`config.mk`:
```
export PLATFORM = sky130hd
export DESIGN_NAME = pwr_mode_ctrl
export DESIGN_NICKNAME = d
export VERILOG_FILES = /design/src/rtl/pmc_pkg.sv /design/src/rtl/pmc_wake_qual.sv /design/src/rtl/pmc_out_reg.sv /design/src/rtl/pwr_mode_ctrl.sv
export SDC_FILE = /design/constraint.sdc
export NUM_CORES = 1
export LEC_CHECK = 0
export ABC_CLOCK_PERIOD_IN_PS = 3000
export BUFFER_PORTS_ARGS = -buffer_cell sky130_fd_sc_hd__buf_2
export CORE_MARGIN = 1
export CORE_UTILIZATION = 49
export CTS_BUF_LIST = sky130_fd_sc_hd__clkbuf_4
export CTS_CLUSTER_SIZE = 8
export DETAILED_ROUTE_END_ITERATION = 6
export PLACE_DENSITY_LB_ADDON = 0.1
export SLEW_MARGIN = 40
export SYNTH_ARGS = -nofsm -noshare
export SYNTH_HDL_FRONTEND = slang
export SYNTH_HIERARCHICAL = 1
export SYNTH_SLANG_ARGS = --single-unit
```
`constraint.sdc`:
```
create_clock -name clk -period 3 [get_ports clk]
set_input_delay 0.45 -clock clk [delete_from_list [all_inputs] [get_ports clk]]
set_output_delay 0.45 -clock clk [all_outputs]
set_load 0.03 [all_outputs]
```
`src/rtl/pmc_pkg.sv`:
```
package pmc_pkg;
    typedef enum logic [1:0] {
        PM_NORMAL = 2'd0,
        PM_IDLE   = 2'd1,
        PM_SLOW   = 2'd2,
        PM_SLEEP  = 2'd3
    } pm_mode_e;

    localparam int CB_IDLE   = 0;
    localparam int CB_SLEEP  = 1;
    localparam int CB_SLOW   = 2;
    localparam int CB_WAKEEN = 3;
    localparam int CB_PERIPH = 4;
endpackage

```
`src/rtl/pmc_wake_qual.sv`:
```
module pmc_wake_qual #(
    parameter int N_EXT        = 24,
    parameter int N_SLEEP_WAKE = 16
) (
    input  logic [N_EXT-1:0] ext_irq,
    input  logic             ext_wake_en,
    input  logic             rtc_alarm,
    input  logic             other_irq,
    output logic             idle_wake,
    output logic             sleep_wake
);
    logic [N_EXT-1:0] ext_qual;

    always_comb begin
        ext_qual   = ext_irq & {N_EXT{ext_wake_en}};
        idle_wake  = (|ext_qual) | rtc_alarm | other_irq;
        sleep_wake = (|ext_qual[N_SLEEP_WAKE-1:0]) | rtc_alarm;
    end
endmodule

```
`src/rtl/pmc_out_reg.sv`:
```
module pmc_out_reg
    import pmc_pkg::*;
#(
    parameter int                    N_PERIPH   = 8,
    parameter logic [N_PERIPH-1:0]   PERIPH_RST = '1
) (
    input  logic                clk,
    input  logic                rst_n,
    input  pm_mode_e            mode_d,
    input  logic [N_PERIPH-1:0] periph_d,
    output logic                core_clk_en,
    output logic                basic_clk_en,
    output logic [N_PERIPH-1:0] periph_clk_en,
    output logic                core_pwr_en,
    output logic                slow_clk_sel
);
    typedef struct packed {
        logic                core;
        logic                basic;
        logic [N_PERIPH-1:0] periph;
        logic                pwr;
        logic                slow;
    } out_t;

    out_t o_d, o_q;

    always_comb begin
        o_d.core   = (mode_d == PM_NORMAL) || (mode_d == PM_SLOW);
        o_d.basic  = (mode_d != PM_SLEEP);
        o_d.pwr    = (mode_d != PM_SLEEP);
        o_d.slow   = (mode_d == PM_SLOW);
        o_d.periph = (mode_d == PM_SLEEP) ? '0 : periph_d;
    end

    always_ff @(posedge clk or negedge rst_n) begin
        if (!rst_n) begin
            o_q.core   <= 1'b1;
            o_q.basic  <= 1'b1;
            o_q.periph <= PERIPH_RST;
            o_q.pwr    <= 1'b1;
            o_q.slow   <= 1'b0;
        end else begin
            o_q <= o_d;
        end
    end

    assign core_clk_en   = o_q.core;
    assign basic_clk_en  = o_q.basic;
    assign periph_clk_en = o_q.periph;
    assign core_pwr_en   = o_q.pwr;
    assign slow_clk_sel  = o_q.slow;
endmodule

```
`src/rtl/pwr_mode_ctrl.sv`:
```
module pwr_mode_ctrl
    import pmc_pkg::*;
#(
    parameter int                  N_EXT        = 24,
    parameter int                  N_SLEEP_WAKE = 16,
    parameter int                  N_PERIPH     = 8,
    parameter logic [N_PERIPH-1:0] PERIPH_RST   = '1,
    localparam int                 CTRL_W       = CB_PERIPH + N_PERIPH
) (
    input  logic                clk,
    input  logic                rst_n,
    input  logic                ctrl_wr,
    input  logic [CTRL_W-1:0]   ctrl_wdata,
    input  logic [N_EXT-1:0]    ext_irq,
    input  logic                rtc_alarm,
    input  logic                other_irq,
    output logic [1:0]          mode_o,
    output logic                core_clk_en,
    output logic                basic_clk_en,
    output logic [N_PERIPH-1:0] periph_clk_en,
    output logic                core_pwr_en,
    output logic                slow_clk_sel
);
    typedef struct packed {
        pm_mode_e            mode;
        logic [N_PERIPH-1:0] periph;
        logic                wake_en;
    } st_t;

    st_t  st_d, st_q;
    logic idle_wake, sleep_wake;

    pmc_wake_qual #(
        .N_EXT        (N_EXT),
        .N_SLEEP_WAKE (N_SLEEP_WAKE)
    ) u_wake (
        .ext_irq     (ext_irq),
        .ext_wake_en (st_q.wake_en),
        .rtc_alarm   (rtc_alarm),
        .other_irq   (other_irq),
        .idle_wake   (idle_wake),
        .sleep_wake  (sleep_wake)
    );

    always_comb begin
        st_d = st_q;
        unique case (st_q.mode)
            PM_NORMAL: begin
                if (ctrl_wr) begin
                    st_d.periph  = ctrl_wdata[CB_PERIPH +: N_PERIPH];
                    st_d.wake_en = ctrl_wdata[CB_WAKEEN];
                    if (ctrl_wdata[CB_SLEEP])      st_d.mode = PM_SLEEP;
                    else if (ctrl_wdata[CB_IDLE])  st_d.mode = PM_IDLE;
                    else if (ctrl_wdata[CB_SLOW])  st_d.mode = PM_SLOW;
                end
            end
            PM_SLOW: begin
                if (ctrl_wr) begin
                    st_d.periph  = ctrl_wdata[CB_PERIPH +: N_PERIPH];
                    st_d.wake_en = ctrl_wdata[CB_WAKEEN];
                    if (!ctrl_wdata[CB_SLOW]) st_d.mode = PM_NORMAL;
                end
            end
            PM_IDLE: begin
                if (idle_wake) st_d.mode = PM_NORMAL;
            end
            PM_SLEEP: begin
                if (sleep_wake) st_d.mode = PM_NORMAL;
            end
            default: st_d.mode = PM_NORMAL;
        endcase
    end

    always_ff @(posedge clk or negedge rst_n) begin
        if (!rst_n) begin
            st_q.mode    <= PM_NORMAL;
            st_q.periph  <= PERIPH_RST;
            st_q.wake_en <= 1'b0;
        end else begin
            st_q <= st_d;
        end
    end

    pmc_out_reg #(
        .N_PERIPH   (N_PERIPH),
        .PERIPH_RST (PERIPH_RST)
    ) u_out (
        .clk           (clk),
        .rst_n         (rst_n),
        .mode_d        (st_d.mode),
        .periph_d      (st_d.periph),
        .core_clk_en   (core_clk_en),
        .basic_clk_en  (basic_clk_en),
        .periph_clk_en (periph_clk_en),
        .core_pwr_en   (core_pwr_en),
        .slow_clk_sel  (slow_clk_sel)
    );

    assign mode_o = st_q.mode;

    assert_sleep_all_off_R8: assert property (@(posedge clk) disable iff (!rst_n)
        (st_q.mode == PM_SLEEP) |-> (!core_pwr_en && !basic_clk_en && !core_clk_en && periph_clk_en == '0));

    assert_idle_core_only_R5: assert property (@(posedge clk) disable iff (!rst_n)
        (st_q.mode == PM_IDLE) |-> (!core_clk_en && basic_clk_en && core_pwr_en));

    assert_slow_exit_legal_R3: assert property (@(posedge clk) disable iff (!rst_n)
        (st_q.mode == PM_SLOW) |=> (st_q.mode == PM_SLOW || st_q.mode == PM_NORMAL));

    assert_halted_hold_R4: assert property (@(posedge clk) disable iff (!rst_n)
        ((st_q.mode == PM_IDLE && !idle_wake) || (st_q.mode == PM_SLEEP && !sleep_wake))
        |=> ($stable(st_q) && $stable(periph_clk_en)));

    assert_idle_wake_R6: assert property (@(posedge clk) disable iff (!rst_n)
        (st_q.mode == PM_IDLE && idle_wake) |=> (st_q.mode == PM_NORMAL && core_clk_en));

    assert_sleep_wake_R9: assert property (@(posedge clk) disable iff (!rst_n)
        (st_q.mode == PM_SLEEP && sleep_wake) |=> (st_q.mode == PM_NORMAL && core_pwr_en));

    assert_slow_select_R10: assert property (@(posedge clk) disable iff (!rst_n)
        slow_clk_sel == (st_q.mode == PM_SLOW));
endmodule

```
==> flow_metrics.py <==
metrics = {
    "outcome": {
        "status": "finished, final reports clean",
    },
    "cts": {
        "cts_num_sinks": 22,
        "cts_resized": 0,
        "cts_setup_buffers": 0,
        "clock_latency_ns": 0.30,
        "cts_made_buffers": 3,
        "cts.clk_slew.worst_paths_ns": 0.12,
        "cts-root-buf": "clkbuf_4",
        "cts_hold_buffers": 0,
        "htreeDepth": 1,
        "cts_buffer_depth": 2,
        "cts_tree": "yes",
    },
    "layout": {
        "register_area_um2": 573.1,
        "nFillCells": 158,
        "fin_cells": 152,
        "final_layout_size_suffix_gt1_share_pct": 81.60,
        "diodes": 0,
        "nNetsFinal": 167,
        "multi_input_area_um2": 405.4,
        "syn2layout_area_growth_pct": 31.08,
    },
    "flow_run": {
        "max_cap_viol_count": 0,
    },
    "sta": {
        "fmax_mhz": 490.9,
        "final_hold_viol_count": 0,
        "worst_slew_pin_slew_ns": 0.6093,
        "relSlewSlack_pct": 59.11,
        "finalClockSkew_ns": 0.006785,
        "setup_violations": 0,
        "fin_crit_sh_pct": 67.90,
        "rsz0062_at_grt": "false",
        "slew_viol_final": 0,
        "worst_slack_ns": 0.9631,
        "fin_crit_ns": 2.037,
        "holdWs_ns": 0.07078,
        "finalSetupTns_ns": 0,
    },
    "placed_design": {
        "gp_congestion": 0.7481,
        "pre_cts_slack_ns": 0.6336,
        "portBuffers": 54,
        "dp_cells": 148,
    },
    "floorplanning": {
        "die_x_um": 48.04,
        "dieHeight_um": 48.04,
        "die-area_um2": 2307,
        "rows": 16,
        "initial_core_util_pct": 52.40,
        "design.core.area_um2": 1982,
        "io_pins": 55,
    },
    "logic_synthesis": {
        "synth_seq_cells": 22,
        "syn_nets": 111,
        "ys_types": 21,
        "avgSynthCellArea_um2": 14.84,
        "seq_area_frac_synth_pct": 55.18,
        "netlist_area_um2": 1038,
        "ys.warnings.count": 6,
        "syn_inst": 70,
    },
    "worst_setup_path": {
        "crit_arrival_ns": 2.28,
        "reg2reg_to": "u_out/periph_clk_en[3]",
        "reg2reg_depth": 7,
        "reg2reg_from": "st_q[0]",
        "path_class": "in -> reg",
        "crit_fanout": 7,
        "worstSetupEndpointType": "register",
        "timing.reg2reg.setup_slack_ns": 1.10,
        "cp-start-kind": "input port",
        "cp_data_required_time_ns": 3.24,
    },
    "grt": {
        "grt_start_max_net_pins": 23,
        "antenna_found_initial": 0,
        "grt.overflow.total": 0,
        "grt_pass1_vias": 696,
        "grt_use_total_pct": 18.03,
        "grt_pass1_wl_mm": 2.794,
    },
    "power_and_ir_drop": {
        "cellPowerDensity_nw_per_um2": 904.6,
        "max-vdd-ir-drop_uv": 545.7,
        "power.total_uw": 1231,
        "p_leak_uw": 0.0006384,
    },
    "route": {
        "ant_nets": 0,
        "wl_per_cell_um": 12.26,
        "vias": 724,
        "drtPass1Iterations": 4,
        "drtIter0Drc": 3,
        "drc": 0,
        "routed_wl_mm": 1.863,
        "via_per_inst": 4.763,
    },
    "worst_hold_path": {
        "hp-class": "in -> async",
    },
}
## worst max path at each step
stage                           start                      to  slack (ns)
after floorplan            ext_irq[4]  u_out/periph_clk_en[0]        1.14
after global placement     ext_irq[9]  u_out/periph_clk_en[5]        0.70
after detailed placement  ext_irq[12]  u_out/periph_clk_en[3]        0.63
after CTS                 ext_irq[12]  u_out/periph_clk_en[6]        0.98
after global routing      ext_irq[12]  u_out/periph_clk_en[6]        0.81
final                     ext_irq[12]  u_out/periph_clk_en[3]        0.96
## final cells by class
cell class | count | share of cell area, %
inverter | 1 | 0.2757
timing repair buffer | 57 | 21.51
sequential | 22 | 42.10
clock inverter | 1 | 2.206
tap | 27 | 2.482
multi-input combinational | 41 | 29.78
clock buffer | 3 | 1.654
## cells by family after synthesis
family | Yosys count | share of synthesized area, %
flops | 22 | 55.18
compound gates | 16 | 13.98
simple gates | 15 | 11.09
mux | 10 | 13.98
buf+inv | 7 | 5.782
## cells in the final DEF, fill, tap and decap left out, drive strengths merged
master	n
dfrtp	4
a2111o	1
clkbuf	3
bufinv	1
and2b	1
nand2	2
nand2b	2
a21o	1
a22oi	1
nor4	6
inv	1
nand4	1
a21oi	1
dfstp	18
mux2	9
mux2i	1
o21ai	3
a21boi	9
buf	57
nor2b	3
## power by group
group	total, µW	internal (µW)	switching (µW)
Combinational	517	204	313
Clock	218	135	83.2
Sequential	496	455	41.3
## synthesized netlist by cell type
cell type / number / area [µm²]
nand2_1: 2 / 7.510
dfrtp_1: 4 / 100.1
nand4_1: 1 / 6.260
a21boi_0: 1 / 7.510
and2b_1: 1 / 7.510
mux2i_1: 1 / 10.01
a21o_2: 1 / 8.760
nor4_2: 4 / 50.05
a21boi_2: 8 / 90.09
dfstp_2: 18 / 473.0
buf_6: 3 / 33.78
buf_4: 3 / 22.52
inv_2: 1 / 3.750
a2111o_1: 1 / 11.26
nor4_1: 2 / 12.51
nor2b_1: 3 / 18.77
mux2_4: 9 / 135.1
a22oi_1: 1 / 7.510
a21oi_1: 1 / 5.000
o21ai_0: 3 / 15.01
nand2b_1: 2 / 12.51
## critical path, cell delays in order
cell      delay (ns)
buf_2           0.10
nor4_2          0.26
nand4_1         0.15
a2111o_1        0.43
mux2i_1         0.14
nand2_1         0.07
o21ai_1         0.34
buf_4           0.27
a21boi_2        0.07
## state kept, by name, summed over array words and instances, names as in the netlist
signal               count
st_q                     9
u_out/core_clk_en        1
u_out/core_pwr_en        1
u_out/slow_clk_sel       1
mode_o                   2
u_out/periph_clk_en      8
## metrics by stage
stage,instance area [µm²],utilization (%)
after floorplan,1039,-
after global placement,1309,66.04
after global routing,1361,68.69
after CTS,1361,68.69
after detailed placement,1309,66.04
final,1361,68.69
## metal layers
metal | share of wire (%) | up-vias | track usage [%]
met4 | 0.43 | 0 | 6.667
met3 | 3.9 | 2 | 6.038
met1 | 38 | 344 | 18.55
met5 | 0 | - | 0
li1 | - | 358 | -
met2 | 57 | 20 | 33.51
Note: power is estimated with default switching activity, not from simulation.
